[config.mk]
export PLATFORM = sky130hd
export DESIGN_NAME = ecc_halt_ctrl
export DESIGN_NICKNAME = d
export VERILOG_FILES = /design/src/rtl/ecc_rpt_pkg.sv /design/src/rtl/ecc_src_gate.sv /design/src/rtl/ecc_evt_pick.sv /design/src/rtl/ecc_halt_fsm.sv /design/src/rtl/ecc_halt_ctrl.sv
export SDC_FILE = /design/constraint.sdc
export NUM_CORES = 1
export LEC_CHECK = 0
export BUFFER_PORTS_ARGS = -buffer_cell sky130_fd_sc_hd__buf_2
export CAP_MARGIN = 40
export CORE_MARGIN = 5
export CORE_UTILIZATION = 40
export CTS_CLUSTER_DIAMETER = 100
export DETAILED_ROUTE_END_ITERATION = 8
export PLACE_DENSITY_LB_ADDON = 0.25
export SETUP_SLACK_MARGIN = 0.1
export SLEW_MARGIN = 15
export SYNTH_ARGS = -nofsm -noshare
export SYNTH_HDL_FRONTEND = slang
export SYNTH_SLANG_ARGS = --single-unit
[constraint.sdc]
create_clock -name clk -period 2.6 [get_ports clk]
set_clock_uncertainty 0.15 [all_clocks]
set_input_delay 0.65 -clock clk [delete_from_list [all_inputs] [get_ports clk]]
set_output_delay 0.65 -clock clk [all_outputs]
set_load 0.05 [all_outputs]
[src/rtl/ecc_rpt_pkg.sv]
package ecc_rpt_pkg;

    localparam int SRC_W  = 4;
    localparam int N_SRC  = 10;
    localparam int N_OPT  = 5;

    typedef enum logic [1:0] {
        STAT_NONE   = 2'b00,
        STAT_RSVD   = 2'b01,
        STAT_CORR   = 2'b10,
        STAT_UNCORR = 2'b11
    } ecc_stat_e;

    typedef enum logic [1:0] {
        S_RUN   = 2'b00,
        S_HALT  = 2'b01,
        S_DRAIN = 2'b10,
        S_ACK   = 2'b11
    } ctl_state_e;

endpackage

[src/rtl/ecc_src_gate.sv]
module ecc_src_gate #(
    parameter int N_SRC = ecc_rpt_pkg::N_SRC,
    parameter int N_OPT = ecc_rpt_pkg::N_OPT
) (
    input  logic [N_SRC-1:0] evt_valid,
    input  logic [N_SRC-1:0] evt_uncorr,
    input  logic [N_OPT-1:0] opt_present,
    output logic [N_SRC-1:0] corr_req,
    output logic [N_SRC-1:0] unc_req
);
    localparam int N_FIXED = N_SRC - N_OPT;

    logic [N_SRC-1:0] src_en;

    // fixed sources are always live, optional ones follow their presence flag
    for (genvar i = 0; i < N_SRC; i++) begin : g_en
        if (i < N_FIXED) begin : g_fixed
            assign src_en[i] = 1'b1;
        end else begin : g_opt
            assign src_en[i] = opt_present[i - N_FIXED];
        end
    end

    assign unc_req  = evt_valid & src_en & evt_uncorr;
    assign corr_req = evt_valid & src_en & ~evt_uncorr;

endmodule

[src/rtl/ecc_evt_pick.sv]
module ecc_evt_pick #(
    parameter int N_SRC = ecc_rpt_pkg::N_SRC,
    parameter int SRC_W = ecc_rpt_pkg::SRC_W
) (
    input  logic [N_SRC-1:0] corr_req,
    input  logic [N_SRC-1:0] unc_req,
    output logic             hit,
    output logic             hit_unc,
    output logic [SRC_W-1:0] hit_code
);
    logic [N_SRC-1:0] pool;

    always_comb begin
        hit_unc  = |unc_req;
        pool     = hit_unc ? unc_req : corr_req;
        hit      = |pool;
        hit_code = '0;
        // scan downward so the lowest set index is the last one written
        for (int i = N_SRC - 1; i >= 0; i--) begin
            if (pool[i]) begin
                hit_code = SRC_W'(i + 1);
            end
        end
    end

endmodule

[src/rtl/ecc_halt_fsm.sv]
module ecc_halt_fsm
    import ecc_rpt_pkg::*;
#(
    parameter int SRC_W = ecc_rpt_pkg::SRC_W
) (
    input  logic             clk,
    input  logic             rst_n,
    input  logic             hit,
    input  logic             hit_unc,
    input  logic [SRC_W-1:0] hit_code,
    input  logic             core_rst_req,
    input  logic             drain_done,
    output logic [1:0]       status,
    output logic [SRC_W-1:0] source,
    output logic             halt,
    output logic             ack
);
    ctl_state_e state, nxt;
    logic       accepting;

    assign accepting = (state == S_RUN) || (state == S_ACK);

    always_comb begin
        nxt = state;
        unique case (state)
            S_RUN:   if (hit && hit_unc) nxt = S_HALT;
            S_HALT:  if (core_rst_req)   nxt = S_DRAIN;
            S_DRAIN: if (drain_done)     nxt = S_ACK;
            S_ACK:   nxt = (hit && hit_unc) ? S_HALT : S_RUN;
            default: nxt = S_RUN;
        endcase
    end

    always_ff @(posedge clk or negedge rst_n) begin
        if (!rst_n) begin
            state <= S_RUN;
        end else begin
            state <= nxt;
        end
    end

    always_ff @(posedge clk or negedge rst_n) begin
        if (!rst_n) begin
            status <= STAT_NONE;
            source <= '0;
            halt   <= 1'b0;
            ack    <= 1'b0;
        end else begin
            halt <= (nxt == S_HALT) || (nxt == S_DRAIN);
            ack  <= (nxt == S_ACK);
            if (accepting) begin
                if (hit) begin
                    status <= hit_unc ? STAT_UNCORR : STAT_CORR;
                    source <= hit_code;
                end else begin
                    status <= STAT_NONE;
                    source <= '0;
                end
            end else if (nxt == S_ACK) begin
                status <= STAT_NONE;
                source <= '0;
            end
        end
    end

endmodule

[src/rtl/ecc_halt_ctrl.sv]
module ecc_halt_ctrl
    import ecc_rpt_pkg::*;
#(
    parameter int N_SRC = ecc_rpt_pkg::N_SRC,
    parameter int N_OPT = ecc_rpt_pkg::N_OPT,
    parameter int SRC_W = ecc_rpt_pkg::SRC_W
) (
    input  logic             clk,
    input  logic             rst_n,
    input  logic [N_SRC-1:0] evt_valid,
    input  logic [N_SRC-1:0] evt_uncorr,
    input  logic [N_OPT-1:0] opt_present,
    input  logic             core_rst_req,
    input  logic             drain_done,
    output logic [1:0]       ecc_status,
    output logic [SRC_W-1:0] ecc_source,
    output logic             core_halt,
    output logic             core_rst_ack
);
    logic [N_SRC-1:0] corr_req, unc_req;
    logic             hit, hit_unc;
    logic [SRC_W-1:0] hit_code;

    ecc_src_gate #(.N_SRC(N_SRC), .N_OPT(N_OPT)) u_gate (
        .evt_valid   (evt_valid),
        .evt_uncorr  (evt_uncorr),
        .opt_present (opt_present),
        .corr_req    (corr_req),
        .unc_req     (unc_req)
    );

    ecc_evt_pick #(.N_SRC(N_SRC), .SRC_W(SRC_W)) u_pick (
        .corr_req (corr_req),
        .unc_req  (unc_req),
        .hit      (hit),
        .hit_unc  (hit_unc),
        .hit_code (hit_code)
    );

    ecc_halt_fsm #(.SRC_W(SRC_W)) u_fsm (
        .clk          (clk),
        .rst_n        (rst_n),
        .hit          (hit),
        .hit_unc      (hit_unc),
        .hit_code     (hit_code),
        .core_rst_req (core_rst_req),
        .drain_done   (drain_done),
        .status       (ecc_status),
        .source       (ecc_source),
        .halt         (core_halt),
        .ack          (core_rst_ack)
    );

endmodule

==> results of run 1 <==
cell type report:
cell class                 instances  share of cell area
timing repair buffer              40               0.184
inverter                           2             0.00659
clock buffer                       3              0.0198
tap                               28              0.0307
sequential                        10               0.220
multi-input combinational         81               0.539
critical path, stage by stage:
cell      delay (ps)
buf_2            120
a22oi_2          200
and2_1           210
nand4_1          140
a211oi_1         280
a31oi_1           90
ha_1             260
and2b_1          260
nand2_1           90
o41ai_2           50
registers in the layout, summed over array words and instances (netlist names):
| name | cells |
|---|---|
| u_fsm.source | 4 |
| u_fsm.ack | 1 |
| u_fsm.status | 2 |
| u_fsm.halt | 1 |
| u_fsm.state | 2 |
worst min path at each step:
stage | to | startpoint | slack (ps)
floorplan | u_fsm.ack | rst_n | 200
global placement | u_fsm.source[1] | u_fsm.source[1] | 310
detailed placement | u_fsm.source[3] | u_fsm.source[3] | 320
CTS | u_fsm.status[1] | rst_n | 90
global route | u_fsm.source[1] | rst_n | 100
finish | u_fsm.status[0] | rst_n | 80
power groups by stage:
stage / Clock (mW) / Sequential, mW / Combinational [mW]
after floorplan: 0 / 0.420 / 0.338
after global placement: 0 / 0.261 / 0.603
after detailed placement: 0 / 0.264 / 0.609
after CTS: 0.102 / 0.261 / 0.620
after global routing: 0.109 / 0.269 / 0.672
final: 0.103 / 0.259 / 0.616
metrics by stage:
step / power [mW] / cell area (um^2)
CTS: 0.982 / 1140
detailed placement: 0.873 / 1120
finish: 0.978 / 1140
global placement: 0.863 / 1120
global route: 1.05 / 1140
floorplan: 0.759 / 891
cell usage after synthesis (2+ instances only):
cell and instances:
inv_1 2, and4_1 2, nand3_2 3, nand3_1 6, dfrtp_1 10, nor2_1 7
and2_1 2, o31a_2 3, a32oi_1 3, o21ai_0 3, nand4_1 4, ha_1 5
nand2b_1 3, nand2_1 11, o31ai_1 4
layout by cell type, fill, tap and decap left out, types with 3 or more instances in the layout:
cell type / instances
o31ai_1: 4
buf_4: 4
a32oi_1: 3
ha_1: 5
clkbuf_4: 3
nand4_1: 4
nand3_1: 6
o31a_2: 3
dfrtp_1: 10
nand3_2: 3
nor2_1: 7
buf_2: 36
nand2b_1: 3
o21ai_0: 3
nand2_1: 11
logic make-up (layout without fill, tap and decap cells):
| group | count (synthesis) | after routing | share of synthesized area |
|---|---|---|---|
| buffers and inverters | 3 | 45 | 0.0295 |
| AND/OR/NAND/NOR | 50 | 50 | 0.354 |
| adder cells (fa/ha/maj) | 5 | 5 | 0.0702 |
| flip-flops | 10 | 10 | 0.281 |
| AO/OA/AOI/OAI | 26 | 26 | 0.265 |
per-layer routing:
metal  global-route usage  wire (um)
met4               0.0596         19
met3               0.0339        131
met1                0.174        985
met5                    0          0
met2                0.266       1110
==> metrics.md, run 1 <==
| Metric | Value |
|---|---|
| Starting DRT DRC Count | `11` |
| FF-to-FF setup slack | `roughly 450 ps` |
| Critical Path Sink | `u_fsm.source[1]` |
| Synth async-reset ratio | `1.00` |
| Share of total power in sequential cells | `0.265` |
| Top-area cell type share of the netlist area | `0.281` |
| Pint | `a little under 0.5 mW` |
| Crit share post-route | `0.896` |
| Number of fill cells | `215` |
| Antenna viol nets, final | `0` |
| Top cells by area, synth | `dfrtp_1 (28%), ha_1 (7.0%), nand2_1 (4.6%)` |
| # IOs | `37` |
| Die ar. | `3270 um^2` |
| Clock Tree Root | `clkbuf_4` |
| Clock buffer depth | `2` |
| Setup TNS | `0 ps` |
| # rows | `17` |
| Detailed Place HPWL | `between 1500 and 2000 um` |
| TritonCTS sink count | `10` |
| Critical path capture point type | `flop` |
| Initial antenna violation count | `0` |
| CP Launch Point | `evt_valid[4]` |
| CP Class | `in2reg` |
| Post-route DRC | `0` |
| Final WS setup | `271 ps` |
| Largest net degree at the start of global routing | `11` |
| Finished Core Util | `0.525` |
| Sw power | `0.494 mW` |
| CTS resizes | `0` |
| Global-route wire length before repair | `3930 um` |
| Worst Path Max Fanout | `4` |
| Max Cap Violations | `0` |
| Hold WS | `about 80 ps` |
| Via count | `approximately 920` |
| Post-synth EDFFs | `0` |
| Port Buffers | `36` |
| Die Height | `roughly 57 um` |
| Sequential-to-total area share from yosys stat | `0.281` |
| Endpoints failing setup | `0` |
| DIE WIDTH | `about 57 um` |
| CORE AREA | `~2200 um^2` |
| Area grow syn2layout | `27.9%` |
| Final hold violations | `0` |
| Req. time, crit path | `approximately 2600 ps` |
| Gpl congestion | `approximately 0.8` |
| P_leak | `around 0.53 nW` |
| Vias per std cell | `~5.6` |
| Crit path DAT | `2340 ps` |
| Synth Net Count | `approximately 130` |
| Leading area contributor after synthesis | `dfrtp_1` |
| Outcome | `complete, no violations` |
| Inserted Clock Buffers | `3` |
| Register area | `around 250 um^2` |
| Synth warn | `0` |
| Pre-CTS WS | `around 4.6 ps` |
| RR Endpoint | `u_fsm.source[1]` |
| CTS H-tree depth | `1` |
| CTS tree | `built` |
| Combinational power share | `0.630` |
| Fin crit period | `approximately 2300 ps` |
| DR pass1 iterations | `4` |
| Non-Filler Instances | `~160` |
| Wirelength, routed | `2250 um` |
| Top_reg_cell synth | `dfrtp_1` |
| Clk pwr share | `0.105` |
| CP Launch Type | `input port` |
| Wire per inst | `13.7 um` |
| Slew HR | `0.709` |
| Grt total ovfl | `0` |
| Worst Reg-to-Reg Cells | `10` |
| Switching Share | `0.505` |
| VDD IR-drop max | `roughly 0.00039 V` |
| Postcts setup bufs | `0` |
| Syn Inst Count | `94` |
| Count of state elements after synthesis | `10` |
| Share of cells above drive strength 1 | `0.419` |
| N_diodes | `0` |
| Gr usage total | `0.150` |
| Hold Buf Count CTS | `0` |
| Slew @ Worst Pin | `433 ps` |
| Yosys cell types | `between 40 and 50` |
| Placed cells | `roughly 160` |
| RSZ-0062 raised after global routing | `false` |
| Reg-to-Reg Start | `u_fsm.state[0]` |
| Vias in the first global route | `934` |
| Max frequency | `429 MHz` |
| Syn_area_per_cell | `between 9 and 10 um^2` |
| Fin. max-slew vios | `0` |
| Pwr dens | `858 nW/um^2` |
| CTS clk-pin slew, worst paths | `~60 ps` |
| Type of the most critical hold path | `in2async` |
| Final net count | `172` |
| Mapped Area | `a little under 900 um^2` |
| Area of the multi-input gates | `between 600 and 700 um^2` |
| Clock Latency Late Sink | `between 200 and 300 ps` |
| Initial Util | `0.411` |
(Power assumes the default switching activity.)
==> run 2, diff against run 1 <==
CORE_ASPECT_RATIO = 1.1   (was not set)
==> metrics.md, run 2 (synthesis results as in run 1) <==
| Metric | Value |
|---|---|
| Outcome | `complete, no violations` |
| Die ar. | `between 3000 and 4000 um^2` |
| Largest register FFs | `4` |
| Hold WS | `85.4 ps` |
| DR pass1 iterations | `4` |
| N_diodes | `0` |
| GR Util met2 | `0.236` |
| Clock buffer depth | `2` |
| Port Buffers | `36` |
| Largest register by flop count | `u_fsm.source` |
| Vias per std cell | `~5.3` |
| Final hold violations | `0` |
| Share of cells above drive strength 1 | `0.419` |
| Area grow syn2layout | `28.9%` |
| Pwr dens | `864 nW/um^2` |
| Req. time, crit path | `2610 ps` |
| Endpoints failing setup | `0` |
| Global-route wire length before repair | `~3600 um` |
| CORE AREA | `~2200 um^2` |
| Number of fill cells | `roughly 220` |
| Pre-CTS WS | `38.7 ps` |
| Final WS setup | `about 330 ps` |
| Initial Util | `0.408` |
| CTS resizes | `0` |
| Max frequency | `approximately 440 MHz` |
| Die Height | `between 50 and 60 um` |
| Vias in the first global route | `about 870` |
| Slew HR | `0.729` |
| P_leak | `~0.54 nW` |
| Clock Latency Late Sink | `approximately 250 ps` |
| Met1 usage | `0.191` |
| Post-route DRC | `0` |
| Fin crit period | `~2300 ps` |
| TritonCTS sink count | `10` |
| Gr usage total | `0.148` |
| Starting DRT DRC Count | `20` |
| Grt total ovfl | `0` |
| Wirelength, routed | `around 2100 um` |
| Most common cell after layout, fill and taps aside | `buf_2` |
| Clock Tree Root | `clkbuf_4` |
| FF-to-FF setup slack | `510 ps` |
| Via count | `887` |
| DIE WIDTH | `about 55 um` |
| Hold Buf Count CTS | `0` |
| Largest net degree at the start of global routing | `11` |
| Type of the most critical hold path | `in2async` |
| RSZ-0062 raised after global routing | `false` |
| Postcts setup bufs | `0` |
| Register area | `roughly 250 um^2` |
| CP Launch Type | `input port` |
| VDD IR-drop max | `between 0.0004 and 0.0005 V` |
| Critical path capture point type | `flop` |
| Antenna viol nets, final | `0` |
| # rows | `18` |
| Wire per inst | `12.6 um` |
| Grt met3 use | `0.0151` |
| GR peak layer | `met2` |
| Max Cap Violations | `0` |
| Total power | `0.992 mW` |
| CTS tree | `built` |
| Final net count | `about 170` |
| Worst Path Max Fanout | `4` |
| Initial antenna violation count | `0` |
| CP Class | `in2reg` |
| Slew @ Worst Pin | `between 400 and 500 ps` |
| Detailed Place HPWL | `roughly 1800 um` |
| Setup TNS | `0 ps` |
| Finished Core Util | `0.526` |
| Crit path DAT | `2280 ps` |
| Fin. max-slew vios | `0` |
| Gpl congestion | `approximately 0.8` |
| Most frequent cells in the layout | `buf_2 (36), nand2_1 (11), dfrtp_1 (10), nor2_1 (7), nand3_1 (6)` |
| # IOs | `37` |
| CTS H-tree depth | `1` |
| Crit share post-route | `0.875` |
| CTS clk-pin slew, worst paths | `60 ps` |
| Biggest regs | `u_fsm.source x4, u_fsm.state x2, u_fsm.status x2` |
| Inserted Clock Buffers | `3` |
| Area of the multi-input gates | `614 um^2` |
[run 2: cell types whose count changed in the layout (fill, tap and decap cells not counted), sizes merged]
cell | before | now
buf | 40 | 39
clkbuf | 3 | 4
[run 2: stage by stage]
step	instance area (um^2)	std cells
2_1_floorplan	891	94
3_3_place_gp	1110	162
3_5_place_dp	1110	162
4_1_cts	1150	166
5_1_grt	1150	166
6_report	1150	166
[run 2: area by class of cell]
type	instances	area share
Clock buffer	4	0.0316
Inverter	2	0.00654
Sequential cell	10	0.218
Tap cell	30	0.0327
Multi-Input combinational cell	81	0.535
Timing Repair Buffer	39	0.176
[run 2: worst max-delay path: stages]
cell	delay [ps]
buf_2	110
a22oi_2	200
and2_1	210
nand4_1	140
a211oi_1	260
a31oi_1	80
ha_1	250
and2b_1	250
nand2_1	80
o41ai_2	50
[run 2: final timing paths]
kind                            startpoint               to  cells after the start
setup / recovery              evt_valid[4]  u_fsm.source[1]                     10
hold / removal                       rst_n  u_fsm.status[0]                      1
setup reg to reg            u_fsm.state[0]  u_fsm.source[2]                      8
hold reg to reg            u_fsm.source[1]  u_fsm.source[1]                      2
max in group asynchronous            rst_n  u_fsm.status[1]                      1
min in group clk           u_fsm.source[1]  u_fsm.source[1]                      2
[run 2: metal layers]
layer	vias up	wire [um]
li1	461	-
met1	389	892
met2	31	1010
met3	6	123
met4	0	72
met5	-	0
[run 2: report_power, final]
group          switching, mW  internal [mW]
registers             0.0361          0.222
logic                  0.396          0.206
clock network         0.0476         0.0848
